<file path="src/rtl/pb_pkg.sv">
package pb_pkg;

    typedef enum logic [1:0] {
        PS_IDLE   = 2'd0,
        PS_LOAD   = 2'd1,
        PS_REJECT = 2'd2,
        PS_PROG   = 2'd3
    } pb_state_e;

endpackage

</file>
<file path="src/rtl/pb_tick_gen.sv">
module pb_tick_gen #(
    parameter int DIV = 250000
) (
    input  logic clk,
    input  logic rst_n,
    input  logic run_i,
    output logic tick_o
);
    generate
        if (DIV <= 1) begin : g_pass
            assign tick_o = run_i;
        end else begin : g_count
            localparam int CW = $clog2(DIV);
            localparam logic [CW-1:0] LAST = CW'(DIV - 1);
            logic [CW-1:0] cnt_q;

            always_ff @(posedge clk or negedge rst_n) begin
                if (!rst_n) begin
                    cnt_q <= '0;
                end else if (!run_i) begin
                    cnt_q <= '0;
                end else if (cnt_q == LAST) begin
                    cnt_q <= '0;
                end else begin
                    cnt_q <= cnt_q + 1'b1;
                end
            end

            assign tick_o = run_i && (cnt_q == LAST);

            // consecutive ticks are never adjacent when the divider exceeds one
            assert_tick_spacing_R6: assert property (@(posedge clk) disable iff (!rst_n)
                tick_o |=> !tick_o);
        end
    endgenerate
endmodule

</file>
<file path="src/rtl/pb_slot_store.sv">
module pb_slot_store #(
    parameter int SLOT_BITS = 3,
    parameter int DW        = 8
) (
    input  logic                      clk,
    input  logic                      rst_n,
    input  logic                      clr_i,
    input  logic                      put_i,
    input  logic [SLOT_BITS-1:0]      put_slot_i,
    input  logic [DW-1:0]             put_data_i,
    input  logic                      take_i,
    output logic [$clog2((1<<SLOT_BITS)+1)-1:0] fill_cnt_o,
    output logic [SLOT_BITS-1:0]      head_slot_o,
    output logic [DW-1:0]             head_data_o
);
    localparam int SLOTS = 1 << SLOT_BITS;
    localparam int CNT_W = $clog2(SLOTS + 1);

    logic [SLOTS-1:0] vld_q;
    logic [DW-1:0]    dat_q [SLOTS];

    always_ff @(posedge clk or negedge rst_n) begin
        if (!rst_n) begin
            vld_q <= '0;
            for (int i = 0; i < SLOTS; i++) dat_q[i] <= '0;
        end else if (clr_i) begin
            vld_q <= '0;
            for (int i = 0; i < SLOTS; i++) dat_q[i] <= '0;
        end else begin
            if (take_i) vld_q[head_slot_o] <= 1'b0;
            if (put_i) begin
                vld_q[put_slot_i] <= 1'b1;
                dat_q[put_slot_i] <= put_data_i;
            end
        end
    end

    // lowest filled slot drains first
    always_comb begin
        head_slot_o = '0;
        for (int i = SLOTS - 1; i >= 0; i--) begin
            if (vld_q[i]) head_slot_o = SLOT_BITS'(i);
        end
    end

    assign head_data_o = dat_q[head_slot_o];
    assign fill_cnt_o  = CNT_W'($countones(vld_q));

    // a drain step always removes a slot that holds data
    assert_take_filled_R3: assert property (@(posedge clk) disable iff (!rst_n)
        take_i |-> (vld_q != '0));

    // a store and a clear never land in the same cycle
    assert_put_clr_excl_R2: assert property (@(posedge clk) disable iff (!rst_n)
        !(put_i && clr_i));
endmodule

</file>
<file path="src/rtl/pb_seq_fsm.sv">
module pb_seq_fsm
    import pb_pkg::*;
#(
    parameter int  CNT_W   = 4,
    parameter bit  ROLLING = 1'b1,
    parameter int  LIMIT   = 2
) (
    input  logic             clk,
    input  logic             rst_n,
    input  logic             start_i,
    input  logic             byte_i,
    input  logic             prot_i,
    input  logic             commit_i,
    input  logic [CNT_W-1:0] fill_cnt_i,
    input  logic             tick_i,
    output logic             busy_o,
    output logic             ack_o,
    output logic             ptr_load_o,
    output logic             put_o,
    output logic             take_o,
    output logic             clr_o
);
    pb_state_e st_q, st_n;
    logic      overflow;
    logic      refuse;
    logic      empty;
    logic      last_one;
    logic      offer;

    generate
        if (ROLLING) begin : g_roll
            assign overflow = 1'b0;
        end else begin : g_limit
            assign overflow = (fill_cnt_i >= CNT_W'(LIMIT));
        end
    endgenerate

    assign refuse   = prot_i || overflow;
    assign empty    = (fill_cnt_i == '0);
    assign last_one = (fill_cnt_i == CNT_W'(1));
    assign offer    = (st_q == PS_LOAD) && byte_i && !start_i && !commit_i;

    // state register
    always_ff @(posedge clk or negedge rst_n) begin
        if (!rst_n) st_q <= PS_IDLE;
        else        st_q <= st_n;
    end

    // transitions
    always_comb begin
        st_n = st_q;
        unique case (st_q)
            PS_IDLE: begin
                if (start_i) st_n = PS_LOAD;                 // START
            end
            PS_LOAD: begin
                if (start_i)               st_n = PS_LOAD;   // START
                else if (commit_i && empty) st_n = PS_IDLE;  // EMPTY
                else if (commit_i)         st_n = PS_PROG;   // COMMIT
                else if (byte_i && refuse) st_n = PS_REJECT; // REFUSE
            end
            PS_REJECT: begin
                if (start_i)       st_n = PS_LOAD;           // START
                else if (commit_i) st_n = PS_IDLE;           // DROP
            end
            PS_PROG: begin
                if (tick_i && last_one) st_n = PS_IDLE;      // FINISH
            end
            default: st_n = PS_IDLE;
        endcase
    end

    // outputs
    always_comb begin
        busy_o     = (st_q == PS_PROG);
        ack_o      = offer && !refuse;
        put_o      = offer && !refuse;
        ptr_load_o = start_i && (st_q != PS_PROG);
        take_o     = (st_q == PS_PROG) && tick_i;
        clr_o      = ptr_load_o
                   || (offer && refuse)
                   || ((st_q == PS_PROG) && tick_i && last_one);
    end

    // the program state is never occupied with an empty buffer
    assert_prog_nonempty_R9: assert property (@(posedge clk) disable iff (!rst_n)
        (st_q == PS_PROG) |-> !empty);
endmodule

</file>
<file path="src/rtl/pb_program_seq.sv">
module pb_program_seq #(
    parameter int AW        = 8,
    parameter int DW        = 8,
    parameter int SLOT_BITS = 3,
    parameter bit ROLLING   = 1'b1,
    parameter int LIMIT     = 2,
    parameter int TICK_DIV  = 250000
) (
    input  logic          clk,
    input  logic          rst_n,
    input  logic          wr_start_i,
    input  logic [AW-1:0] wr_addr_i,
    input  logic          wr_byte_i,
    input  logic [DW-1:0] wr_data_i,
    input  logic          wr_prot_i,
    input  logic          wr_commit_i,
    output logic          wr_ack_o,
    output logic          busy_o,
    output logic          mem_we_o,
    output logic [AW-1:0] mem_addr_o,
    output logic [DW-1:0] mem_data_o
);
    localparam int SLOTS  = 1 << SLOT_BITS;
    localparam int CNT_W  = $clog2(SLOTS + 1);
    localparam int BASE_W = AW - SLOT_BITS;

    logic [BASE_W-1:0]    base_q;
    logic [SLOT_BITS-1:0] ptr_q;
    logic [CNT_W-1:0]     fill_cnt;
    logic [SLOT_BITS-1:0] head_slot;
    logic [DW-1:0]        head_data;
    logic                 tick;
    logic                 ptr_load, put, take, clr;

    always_ff @(posedge clk or negedge rst_n) begin
        if (!rst_n) begin
            base_q <= '0;
            ptr_q  <= '0;
        end else if (ptr_load) begin
            base_q <= wr_addr_i[AW-1:SLOT_BITS];
            ptr_q  <= wr_addr_i[SLOT_BITS-1:0];
        end else if (put) begin
            ptr_q  <= ptr_q + 1'b1;
        end
    end

    pb_tick_gen #(.DIV(TICK_DIV)) u_tick (
        .clk    (clk),
        .rst_n  (rst_n),
        .run_i  (busy_o),
        .tick_o (tick)
    );

    pb_slot_store #(.SLOT_BITS(SLOT_BITS), .DW(DW)) u_store (
        .clk         (clk),
        .rst_n       (rst_n),
        .clr_i       (clr),
        .put_i       (put),
        .put_slot_i  (ptr_q),
        .put_data_i  (wr_data_i),
        .take_i      (take),
        .fill_cnt_o  (fill_cnt),
        .head_slot_o (head_slot),
        .head_data_o (head_data)
    );

    pb_seq_fsm #(.CNT_W(CNT_W), .ROLLING(ROLLING), .LIMIT(LIMIT)) u_fsm (
        .clk        (clk),
        .rst_n      (rst_n),
        .start_i    (wr_start_i),
        .byte_i     (wr_byte_i),
        .prot_i     (wr_prot_i),
        .commit_i   (wr_commit_i),
        .fill_cnt_i (fill_cnt),
        .tick_i     (tick),
        .busy_o     (busy_o),
        .ack_o      (wr_ack_o),
        .ptr_load_o (ptr_load),
        .put_o      (put),
        .take_o     (take),
        .clr_o      (clr)
    );

    assign mem_we_o   = take;
    assign mem_addr_o = {base_q, head_slot};
    assign mem_data_o = head_data;

    // the array is written only inside a program cycle
    assert_we_in_busy_R6: assert property (@(posedge clk) disable iff (!rst_n)
        mem_we_o |-> busy_o);

    // no acknowledge while the program cycle runs
    assert_no_ack_busy_R7: assert property (@(posedge clk) disable iff (!rst_n)
        busy_o |-> !wr_ack_o);

    // busy only rises after a commit
    assert_rise_on_commit_R5: assert property (@(posedge clk) disable iff (!rst_n)
        $rose(busy_o) |-> $past(wr_commit_i));

    // busy only falls right after a write
    assert_fall_after_write_R7: assert property (@(posedge clk) disable iff (!rst_n)
        $fell(busy_o) |-> $past(mem_we_o));

    // a protected byte is never acknowledged
    assert_prot_nack_R8: assert property (@(posedge clk) disable iff (!rst_n)
        wr_prot_i |-> !wr_ack_o);

    generate
        if (!ROLLING) begin : g_chk_limit
            // an accepted byte always finds room below the limit
            assert_no_overflow_R4: assert property (@(posedge clk) disable iff (!rst_n)
                wr_ack_o |-> (fill_cnt < CNT_W'(LIMIT)));
        end
    endgenerate
endmodule

</file>
<file path="config.mk">
export PLATFORM = sky130hd
export DESIGN_NAME = pb_program_seq
export DESIGN_NICKNAME = d
export VERILOG_FILES = /design/src/rtl/pb_pkg.sv /design/src/rtl/pb_tick_gen.sv /design/src/rtl/pb_slot_store.sv /design/src/rtl/pb_seq_fsm.sv /design/src/rtl/pb_program_seq.sv
export SDC_FILE = /design/constraint.sdc
export NUM_CORES = 1
export LEC_CHECK = 0
export ABC_CLOCK_PERIOD_IN_PS = 7800
export BUFFER_PORTS_ARGS = -buffer_cell sky130_fd_sc_hd__buf_2
export CAP_MARGIN = 20
export CORE_ASPECT_RATIO = 1.25
export CORE_MARGIN = 3
export CORE_UTILIZATION = 50
export DETAILED_ROUTE_END_ITERATION = 8
export PLACE_DENSITY_LB_ADDON = 0.08
export SLEW_MARGIN = 20
export SYNTH_ARGS = -nofsm -noshare
export SYNTH_HDL_FRONTEND = slang
export SYNTH_SLANG_ARGS = --single-unit
</file>
<file path="constraint.sdc">
create_clock -name clk -period 7.8 [get_ports clk]
set_input_delay 1.17 -clock clk [delete_from_list [all_inputs] [get_ports clk]]
set_output_delay 1.17 -clock clk [all_outputs]
set_load 0.005 [all_outputs]
</file>
==> run_results.csv <==
group,metric,value,unit
grt,antenna_found_initial,0,
placed_design,dpl.hpwl,8443,um
clock_tree,clock_latency,340,ps
finish,final_common_cell,"dfrtp_1",
power,ir_drop,120.2,uV
sta,hold_viol,0,
logic_synthesis,yosys.area_share.simple,0.1894,
logic_synthesis,ys_async_sr_fraction,1.000,
logic_synthesis,synth_cell_types,49,
floorplan,core,10160,um2
setup_path,crit_required,6630,ps
setup_path,arrival,3230,ps
grt,grt_pass1_vias,4069,
sta,final.setup.tns,0,ps
drt,detail-route-antenna-nets,0,
clock_tree,clockRootBuffer,"clkbuf_16",
sta,period_needed,4404,ps
finish,fin_util,0.5749,
drt,route.detailed.drc,0,
sta,rsz0062_at_grt,"no",
sta,holdWs,454.2,ps
floorplan,rows,41,
grt,grt_overflow_total,0,
grt,grt_util_met3,0.04385,
finish,multiInputGateArea,2531,um2
grt,grt_start_max_net_pins,74,
sta,fmax,0.2270,GHz
clock_tree,cts_sinks,100,
finish,syn2layout_area_growth,11.92,%
sta,drv_slew,0,
grt,use_met1,0.2767,
finish,n_antenna_cell,0,
floorplan,io_pins,41,
clock_tree,hold_buffers,0,
floorplan,die-height,120.2,um
logic_synthesis,synth_compound_area_frac,0.1053,
logic_synthesis,syn-instance-count,546,
power,p_leak,0.002791,uW
logic_synthesis,avgSynthCellArea,9.556,um2
logic_synthesis,synth_fa_ha_area_frac,0.03933,
finish,finish.instance_area,5839,um2
placed_design,placed_cell_area,5509,um2
sta,fin_crit_sh,0.5647,
finish,regArea,2502,um2
power,power.total,1227,uW
logic_synthesis,muxShareOfSynthArea,0.1221,
logic_synthesis,synth.area.top_cells,"dfrtp_1 (48%), mux2i_1 (9.4%), nand2_1 (5.9%)",
clock_tree,post_cts_resized,0,
grt,track_usage,0.2237,
grt,global_route.usage.met2,0.3855,
sta,finalSetupViolCount,0,
clock_tree,htreeDepth,3,
drt,post_drt_via_cell_ratio,5.787,
grt,top_usage_layer,"met2",
logic_synthesis,mappedNetlistArea,5218,um2
setup_path,end_kind,"primary output",
logic_synthesis,synth_nets,582,
logic_synthesis,synth-edff-count,0,
clock_tree,cts_tree,"yes",
clock_tree,cts_setup_buffers,0,
finish,fillers,919,
floorplan,initial_utilization,0.5137,
logic_synthesis,synth.top_cell.area_share,0.4796,
finish,nets,608,
min_path,hp-class,"flip-flop to flip-flop",
logic_synthesis,synth_top_area_cell,"dfrtp_1",
clock_tree,cts-buffers-inserted,9,
logic_synthesis,synth_warnings,0,
clock_tree,clk_path_buf_depth,2,
run,maxCapViolCount,0,
logic_synthesis,ys_seq_elements,100,
sta,relSlewSlack,0.2675,
status,status,"finished clean",
setup_path,critPathLaunchType,"flip-flop",
floorplan,dieWidth,97.37,um
drt,drt-total-wl,12770,um
logic_synthesis,yosys.area_share.xor_xnor,0.02686,
finish,drive_gt1_frac,0.1406,
logic_synthesis,synth-seq-area-share,0.4796,
grt,grt_pass1_wl,20600,um
setup_path,r2r_slack,3590,ps
logic_synthesis,synth_top_family_by_area,"simple AND/OR/NAND/NOR gates",
placed_design,port_buffers,40,
clock_tree,clk_pin_slew_worst_paths,70,ps
finish,final_cell_mix,"dfrtp_1 (100), nand2_1 (82), nor2_1 (63)",
drt,wl_per_cell,18.11,um
placed_design,globalplace.congestion,0.8033,
floorplan,dieArea,11700,um2
logic_synthesis,synth-main-ff-cell,"dfrtp_1",
drt,firstDrtPassIters,5,
power,power_density,210.2,nW/um2
drt,routed-via-count,4080,
sta,worst_pin_slew,1094,ps
drt,drt_iter0_drc,264,
setup_path,path_class,"flip-flop to primary output",
setup_path,cp_max_fo,11,
sta,fin_worst_skew,8.817,ps
## registers in the layout, summed over array words and instances (netlist names)
register and count:
u_store.dat_q 64, u_tick.g_count.cnt_q 18, u_store.vld_q 8, base_q 5
ptr_q 3, u_fsm.st_q 2
## per-layer routing
metal  vias up  wire (um)
li1       1945          -
met1      1978       5336
met2       129       6337
met3        28        750
met4         0        347
met5         -          0
## report_power, final
group / internal [uW] / leakage [uW] / switching [uW]
Sequential: 540 / 0.00138 / 27.5
Clock: 296 / 0.000158 / 188
Combinational: 59.3 / 0.00126 / 117
## worst max-delay path, stage by stage (launching register included)
cell and delay, ps:
dfrtp_1 390, inv_1 100, ha_1 190, nor2_1 50, o311a_1 540, nor2_1 550, buf_4 290, mux2_2 360
a211o_1 300, buf_2 130
## synthesized netlist by cell type (4+ instances only)
library cell and number:
a211o_1 8, a21oi_1 48, and3_1 4, buf_2 9, clkbuf_1 23, dfrtp_1 100
fa_1 4, ha_1 10, inv_1 17, mux2_2 13, mux2i_1 49, nand2_1 82
nand3_1 21, nand4_1 7, nor2_1 63, nor2b_1 4, nor3_1 9, o21ai_0 7
o22ai_1 8, or4_1 4, xnor2_1 8, xor2_1 8
## kinds of logic after synthesis
logic type | after synthesis
muxes | 62
AOI/OAI and AO/OA | 89
DFF | 100
xor gates and xnor gates | 16
and+or+nand+nor | 216
adders and majority gates | 14
buffers and inverters | 49
## path summary, 6_finish.rpt
kind	start	to	cells past startpoint
worst max-delay path	u_store.vld_q[6]$_DFF_PN0_	mem_data_o[0]	9
worst min-delay path	u_tick.g_count.cnt_q[0]$_DFF_PN0_	u_tick.g_count.cnt_q[0]$_DFF_PN0_	1
worst max register to register	u_store.vld_q[4]$_DFF_PN0_	u_store.vld_q[7]$_DFF_PN0_	11
worst min register to register	u_tick.g_count.cnt_q[0]$_DFF_PN0_	u_tick.g_count.cnt_q[0]$_DFF_PN0_	1
max in group asynchronous	rst_n	u_store.dat_q[57]$_DFFE_PN0P_	2
min in group asynchronous	rst_n	u_store.vld_q[6]$_DFF_PN0_	1
## cell type report
cell class / instances / share of cell area
tap: 129 / 0.02764
sequential: 100 / 0.4285
clock buffer: 11 / 0.04328
multi-input combinational: 397 / 0.4335
timing repair buffer: 47 / 0.04371
inverter: 17 / 0.01093
clock inverter: 4 / 0.01243
## through the flow
stage	setup WS, ps	std cells
after floorplan	4073	546
after global placement	3676	690
after detailed placement	3638	690
after CTS	3403	705
after global routing	3201	705
final	3396	705
Power figures use the tool's default switching activity.
